==> src/rtl/bsa_pkg.sv <==
package bsa_pkg;

   // Phase seen on the bus in the previous cycle
   typedef enum logic [1:0] {
      PH_IDLE   = 2'd0,   // no setup pending
      PH_SETUP  = 2'd1,   // previous cycle was a setup
      PH_ACCESS = 2'd2    // legal access in progress, waiting
   } phase_t;

endpackage

==> src/rtl/bsa_phase_fsm.sv <==
module bsa_phase_fsm
   import bsa_pkg::*;
#(
   parameter int WAIT_STATES = 1
) (
   input  logic clk,
   input  logic rst_n,
   input  logic sel,
   input  logic en,
   output logic ready,
   output logic done,
   output logic viol
);

   generate
      if (WAIT_STATES < 0) begin : g_bad_wait
         $error("WAIT_STATES must not be negative");
      end
   endgenerate

   phase_t st_q, st_d;
   logic   legit;

   // Enable seen with a setup (or earlier waits) before it
   assign legit = sel && en && (st_q != PH_IDLE);
   // Enable seen with no setup before it
   assign viol  = sel && en && (st_q == PH_IDLE);

   generate
      if (WAIT_STATES == 0) begin : g_no_wait
         assign ready = viol || legit;
      end else begin : g_wait
         localparam int CNT_W = $clog2(WAIT_STATES + 1);
         localparam logic [CNT_W-1:0] LAST = CNT_W'(WAIT_STATES);
         logic [CNT_W-1:0] cnt_q;

         assign ready = viol || (legit && (cnt_q == LAST));

         always_ff @(posedge clk or negedge rst_n) begin
            if (!rst_n) begin
               cnt_q <= '0;
            end else if (legit && !ready) begin
               cnt_q <= cnt_q + 1'b1;
            end else begin
               cnt_q <= '0;
            end
         end

         // the first legal access cycle must always wait
         assert_first_access_waits_R7: assert property (
            @(posedge clk) disable iff (!rst_n)
            (legit && st_q == PH_SETUP) |-> !ready
         );
      end
   endgenerate

   assign done = sel && en && ready;

   always_comb begin
      if (sel && !en) begin
         st_d = PH_SETUP;
      end else if (legit && !ready) begin
         st_d = PH_ACCESS;
      end else begin
         st_d = PH_IDLE;
      end
   end

   always_ff @(posedge clk or negedge rst_n) begin
      if (!rst_n) begin
         st_q <= PH_IDLE;
      end else begin
         st_q <= st_d;
      end
   end

   // a waiting access must have come from a setup or earlier waits
   assert_wait_follows_setup_R7: assert property (
      @(posedge clk) disable iff (!rst_n)
      (st_q == PH_ACCESS) |-> ($past(st_q) != PH_IDLE)
   );

endmodule

==> src/rtl/bsa_window.sv <==
module bsa_window #(
   parameter int ADDR_W  = 8,
   parameter int ADDR_LO = 5,
   parameter int ADDR_HI = 241
) (
   input  logic [ADDR_W-1:0] addr,
   output logic              hit
);

   localparam int TOP = (1 << ADDR_W) - 1;
   localparam logic [ADDR_W-1:0] LO_A = ADDR_W'(ADDR_LO);
   localparam logic [ADDR_W-1:0] HI_A = ADDR_W'(ADDR_HI);

   generate
      if (ADDR_LO < 0 || ADDR_HI > TOP || ADDR_LO > ADDR_HI) begin : g_bad_win
         $error("address window out of range");
      end
   endgenerate

   logic lo_ok, hi_ok;

   generate
      if (ADDR_LO == 0) begin : g_lo_open
         assign lo_ok = 1'b1;
      end else begin : g_lo_cmp
         assign lo_ok = (addr >= LO_A);
      end
      if (ADDR_HI == TOP) begin : g_hi_open
         assign hi_ok = 1'b1;
      end else begin : g_hi_cmp
         assign hi_ok = (addr <= HI_A);
      end
   endgenerate

   assign hit = lo_ok && hi_ok;

endmodule

==> src/rtl/bsa_store.sv <==
module bsa_store #(
   parameter int ADDR_W = 8,
   parameter int DATA_W = 8
) (
   input  logic              clk,
   input  logic              rst_n,
   input  logic              we,
   input  logic [ADDR_W-1:0] addr,
   input  logic [DATA_W-1:0] wdata,
   output logic [DATA_W-1:0] rdata
);

   localparam int DEPTH = 1 << ADDR_W;

   generate
      if (ADDR_W < 1 || ADDR_W > 12) begin : g_bad_aw
         $error("ADDR_W must be 1..12");
      end
      if (DATA_W < 1) begin : g_bad_dw
         $error("DATA_W must be positive");
      end
   endgenerate

   logic [DATA_W-1:0] cell_q [DEPTH];

   // One register per byte, each with its own decoded write enable
   for (genvar i = 0; i < DEPTH; i++) begin : g_cell
      logic hit_w;
      assign hit_w = we && (addr == ADDR_W'(i));
      always_ff @(posedge clk or negedge rst_n) begin
         if (!rst_n) begin
            cell_q[i] <= '0;
         end else if (hit_w) begin
            cell_q[i] <= wdata;
         end
      end
   end

   assign rdata = cell_q[addr];

endmodule

==> src/rtl/byte_store_apb.sv <==
module byte_store_apb #(
   parameter int ADDR_W      = 8,
   parameter int DATA_W      = 8,
   parameter int ADDR_LO     = 5,
   parameter int ADDR_HI     = 241,
   parameter int WAIT_STATES = 1
) (
   input  logic              clk,
   input  logic              rst_n,
   input  logic              bus_sel,
   input  logic              bus_en,
   input  logic              bus_write,
   input  logic [ADDR_W-1:0] bus_addr,
   input  logic [DATA_W-1:0] bus_wdata,
   output logic [DATA_W-1:0] bus_rdata,
   output logic              bus_ready,
   output logic              bus_err
);

   localparam logic [ADDR_W-1:0] LO_A = ADDR_W'(ADDR_LO);
   localparam logic [ADDR_W-1:0] HI_A = ADDR_W'(ADDR_HI);

   logic              done, viol, hit, we;
   logic [DATA_W-1:0] mem_q;

   bsa_phase_fsm #(
      .WAIT_STATES(WAIT_STATES)
   ) u_fsm (
      .clk  (clk),
      .rst_n(rst_n),
      .sel  (bus_sel),
      .en   (bus_en),
      .ready(bus_ready),
      .done (done),
      .viol (viol)
   );

   bsa_window #(
      .ADDR_W (ADDR_W),
      .ADDR_LO(ADDR_LO),
      .ADDR_HI(ADDR_HI)
   ) u_win (
      .addr(bus_addr),
      .hit (hit)
   );

   bsa_store #(
      .ADDR_W(ADDR_W),
      .DATA_W(DATA_W)
   ) u_store (
      .clk  (clk),
      .rst_n(rst_n),
      .we   (we),
      .addr (bus_addr),
      .wdata(bus_wdata),
      .rdata(mem_q)
   );

   assign bus_err   = done && (viol || !hit);
   assign we        = done && bus_write && !bus_err;
   assign bus_rdata = (done && !bus_write && !bus_err) ? mem_q : '0;

   // a commit only ever lands inside the window
   assert_commit_in_window_R3: assert property (
      @(posedge clk) disable iff (!rst_n)
      we |-> (bus_addr >= LO_A && bus_addr <= HI_A)
   );

   // enable without select in the cycle before is rejected
   assert_no_setup_rejected_R4: assert property (
      @(posedge clk) disable iff (!rst_n)
      (bus_sel && bus_en && !$past(bus_sel)) |-> (bus_ready && bus_err)
   );

   // enable held high straight after a finished transfer is rejected
   assert_held_enable_rejected_R5: assert property (
      @(posedge clk) disable iff (!rst_n)
      (bus_sel && bus_en && $past(bus_sel && bus_en && bus_ready)) |-> bus_err
   );

   // a setup cycle never answers
   assert_setup_silent_R6: assert property (
      @(posedge clk) disable iff (!rst_n)
      (bus_sel && !bus_en) |-> (!bus_ready && !bus_err)
   );

   // error only in a finishing cycle
   assert_err_only_when_done_R8: assert property (
      @(posedge clk) disable iff (!rst_n)
      bus_err |-> (bus_sel && bus_en && bus_ready)
   );

   // errored read returns zero
   assert_err_read_zero_R9: assert property (
      @(posedge clk) disable iff (!rst_n)
      (bus_err && !bus_write) |-> (bus_rdata == '0)
   );

   // read data quiet outside a finishing read
   assert_rdata_quiet_R11: assert property (
      @(posedge clk) disable iff (!rst_n)
      !(bus_sel && bus_en && bus_ready && !bus_write) |-> (bus_rdata == '0)
   );

endmodule

==> config.mk <==
export PLATFORM = sky130hd
export DESIGN_NAME = byte_store_apb
export DESIGN_NICKNAME = d
export VERILOG_FILES = /design/src/rtl/bsa_pkg.sv /design/src/rtl/bsa_phase_fsm.sv /design/src/rtl/bsa_window.sv /design/src/rtl/bsa_store.sv /design/src/rtl/byte_store_apb.sv
export SDC_FILE = /design/constraint.sdc
export NUM_CORES = 2
export LEC_CHECK = 0
export CAP_MARGIN = 40
export CORE_ASPECT_RATIO = 1.4
export CORE_MARGIN = 5
export CORE_UTILIZATION = 36
export DETAILED_ROUTE_END_ITERATION = 7
export GPL_ROUTABILITY_DRIVEN = 0
export PLACE_DENSITY = 0.56
export SETUP_SLACK_MARGIN = 0.2
export SLEW_MARGIN = 20
export SYNTH_ARGS = -nofsm -noshare
export SYNTH_HDL_FRONTEND = slang
export SYNTH_HIERARCHICAL = 1
export SYNTH_SLANG_ARGS = --single-unit
==> constraint.sdc <==
create_clock -name clk -period 5.49 [get_ports clk]
set_input_delay 0.8235 -clock clk [delete_from_list [all_inputs] [get_ports clk]]
set_output_delay 0.8235 -clock clk [all_outputs]
set_load 0.03 [all_outputs]
==> flow_summary.ini <==
[status]
run_status = finished clean

[drt]
met2_length_mm = 132.2
firstDrtPassIters = 7
wl_met3_mm = 10.65
first_iter_violations = 3518
vias = 52576
wirelength_mm = 262.0
wl_met1_mm = 107.3
antenna_left = 0
top_layer = met4
viasPerCell = 5.547
wire_per_inst_microns = 27.64
drcViolationCount = 0

[clock_network]
cts_inserted_buffers = 205
cts_max_level = 4
worst_skew_pair.late_latency_ns = 0.86
clk_pin_slew_ns = 0.06
cts.sinks = 2051
clk_path_buf_depth = 4
root_buffer = clkbuf_16
cts_tree = built

[finish]
postLayoutCellArea_sq_um = 105200
final_util = 0.4098
syn2layout_area_growth_pct = 13.14
nNetsFinal = 5907
drive_above_1_share = 0.5022
fin_cells = 9478

[worst_setup_path]
crit_cells = 10
r2r_cells = 7
crit_path_end_kind = output port
cp_data_required_time_ns = 4.67
crit_arrival_ns = 4.43
crit_fanout = 23
worstSetupPathType = in2out
critical_path.top_delay_family = compound AO/OA/AOI/OAI gates
critPathBufInv = 4
crit_chain = clkdlybuf4s50_1 -> buf_4 -> nor2_4 -> buf_12 -> a22oi_1 -> a21oi_1 -> o41ai_1 -> nand4_1 -> and2_2 -> buf_4
cp_common_cell = buf_4
cp_slowest_cell = o41ai_1
cpPeakStageDelay_ns = 0.84
critPathLaunchType = input pin

[logic_synthesis]
syn-num-nets = 5882
async_flop_share = 1.000
yosysSeqAreaShare = 0.5518
synth_ff_type = dfrtp_1
synth_cell_types = 40
ys_top_cells_by_count = 2051 x dfrtp_1, 1695 x mux2_2, 512 x mux4_2
synth-edff-count = 0
synthTopCellsByArea = dfrtp_1 55%, mux2_2 21%, mux4_2 12%
synth-seq-cells = 2051
synth_top_area_frac = 0.5518
syn_avg_cell_area_sq_um = 15.87
synthMostInstantiatedCell = dfrtp_1
syn_area_sq_um = 93010
yosys_warnings = 6
yosys.area.top_type = dfrtp_1
synth_cells = 5861

[timing]
fin_crit_sh = 0.9573
finalSetupViolations = 0
fmax_mhz = 190.3
hold_ws_ns = 0.4868
hold_violations = 0
worst_slew_pin_slew_ns = 1.102
finalCriticalPeriod_ns = 5.256
slew_headroom = 0.2654
finalMaxSlewViolations = 0
rsz0062_at_grt = false
finClkSkew_ns = 0.09085

[floorplan]
row_count = 220
die_y_microns = 611.4
start_util = 0.3622
ioPinCount = 31
fp.dieArea_sq_um = 268800
core_sq_um = 256800
die_x_microns = 439.6

[power_and_ir_drop]
ir_drop_uv = 248.6
design_power_total_w = 0.03094
powerDensity_nw_per_um2 = 294.0
leakagePower_nw = 49.28

[global_routing]
grt_pass1_wl_mm = 396.3
grt-ovfl-total = 0
grt_use_total = 0.1949
grt_max_degree = 166
grt_pass1_vias = 57095
antenna_found_initial = 5

[flow_run]
maxCapViolCount = 0

[hold_path]
min_path_cells = 1
hold_path_class = reg2reg

[placement]
hpwl_mm = 166.4
place_inst = 9111
dpl_cell_area_sq_um = 98390
port_buffers = 30
[stage by stage]
stage               setup slack [ns]  setup TNS, ns
finish                        0.2342              0
global route                  0.2063              0
CTS                           0.2212              0
detailed placement           -0.1782        -0.2943
global placement             -0.5557         -1.526
floorplan                      1.810              0
[flip-flops by register name, indices dropped and copies added, names as in the netlist]
register,flops
u_store/cell_q,2048
u_fsm/g_wait.cnt_q,1
u_fsm/st_q,2
[power by group]
| part | internal (W) | switching, W |
|---|---|---|
| clock | 0.00807 | 0.00593 |
| sequential | 0.0153 | 0.0000697 |
| combinational | 0.000487 | 0.00112 |
[area by class of cell]
type / count / area (sq um)
Multi-Input combinational cell: 3349 / 39880
Sequential cell: 2051 / 51320
Clock inverter: 49 / 548.0
Clock buffer: 304 / 6037
Antenna cell: 5 / 12.51
Timing Repair Buffer: 278 / 3124
Tap cell: 3441 / 4305
Inverter: 1 / 3.754
Fill cell: 23370 / 151600
[path summary, 6_finish.rpt]
path                                           start                    to  slack [ns]
worst max-delay path                     bus_addr[2]          bus_rdata[5]        0.23
worst min-delay path            u_store/cell_q[1576]  u_store/cell_q[1576]        0.49
worst max register to register         u_fsm/st_q[1]  u_store/cell_q[1704]        1.79
worst min register to register  u_store/cell_q[1576]  u_store/cell_q[1576]        0.49
max in group asynchronous                      rst_n  u_store/cell_q[1990]        3.33
min in group asynchronous                      rst_n   u_store/cell_q[202]        0.66
[cells in the final DEF (no fill, tap or decap), types with 3 or more instances in the layout]
cell             count
nor2_4              25
clkdlybuf4s50_1     10
nor2b_1              4
nand4_1             10
clkinv_2            28
clkbuf_16          209
o41ai_1             18
nand2_1             51
clkinvlp_4           8
buf_8               12
bufinv_16           11
o41ai_4              4
buf_2                3
diode_2              5
mux4_2             512
nand3_1              4
nand2_2             51
clkbuf_1            50
mux2_1             353
nand2b_1             4
nor2_1              42
buf_12              62
dfrtp_1           2051
mux2_2            1695
and2_2               9
buf_4              180
nor2_2             141
a21oi_1            128
nor3_1               5
buf_16               7
a22oi_1            256
clkbuf_8            45
o41ai_2             10
nor2b_4              3
[routing by layer]
layer	global-route usage	up-vias
li1	-	22031
met3	0.02561	442
met4	0.07760	0
met1	0.2507	29005
met5	0	-
met2	0.3340	1098
[logic make-up (layout without fill, tap and decap cells)]
family	after synthesis	count (layout)	synth area share
mux	2560	2560	0.3719
flops	2051	2051	0.5518
buf+inv	462	632	0.02197
other cells	0	5	0
compound gates	420	420	0.03097
simple gates	368	369	0.02335
[timing repair]
action / CTS / global route
setup endpoints to repair: 7 / 7
gates resized for setup: 14 / 5
pin swaps: 1 / 1
cloned: 1 / 0
hold buffers: 1 / 0
hold endpoints to repair: 23 / 0
setup buffers: 2 / 2
(Power assumes the default switching activity.)
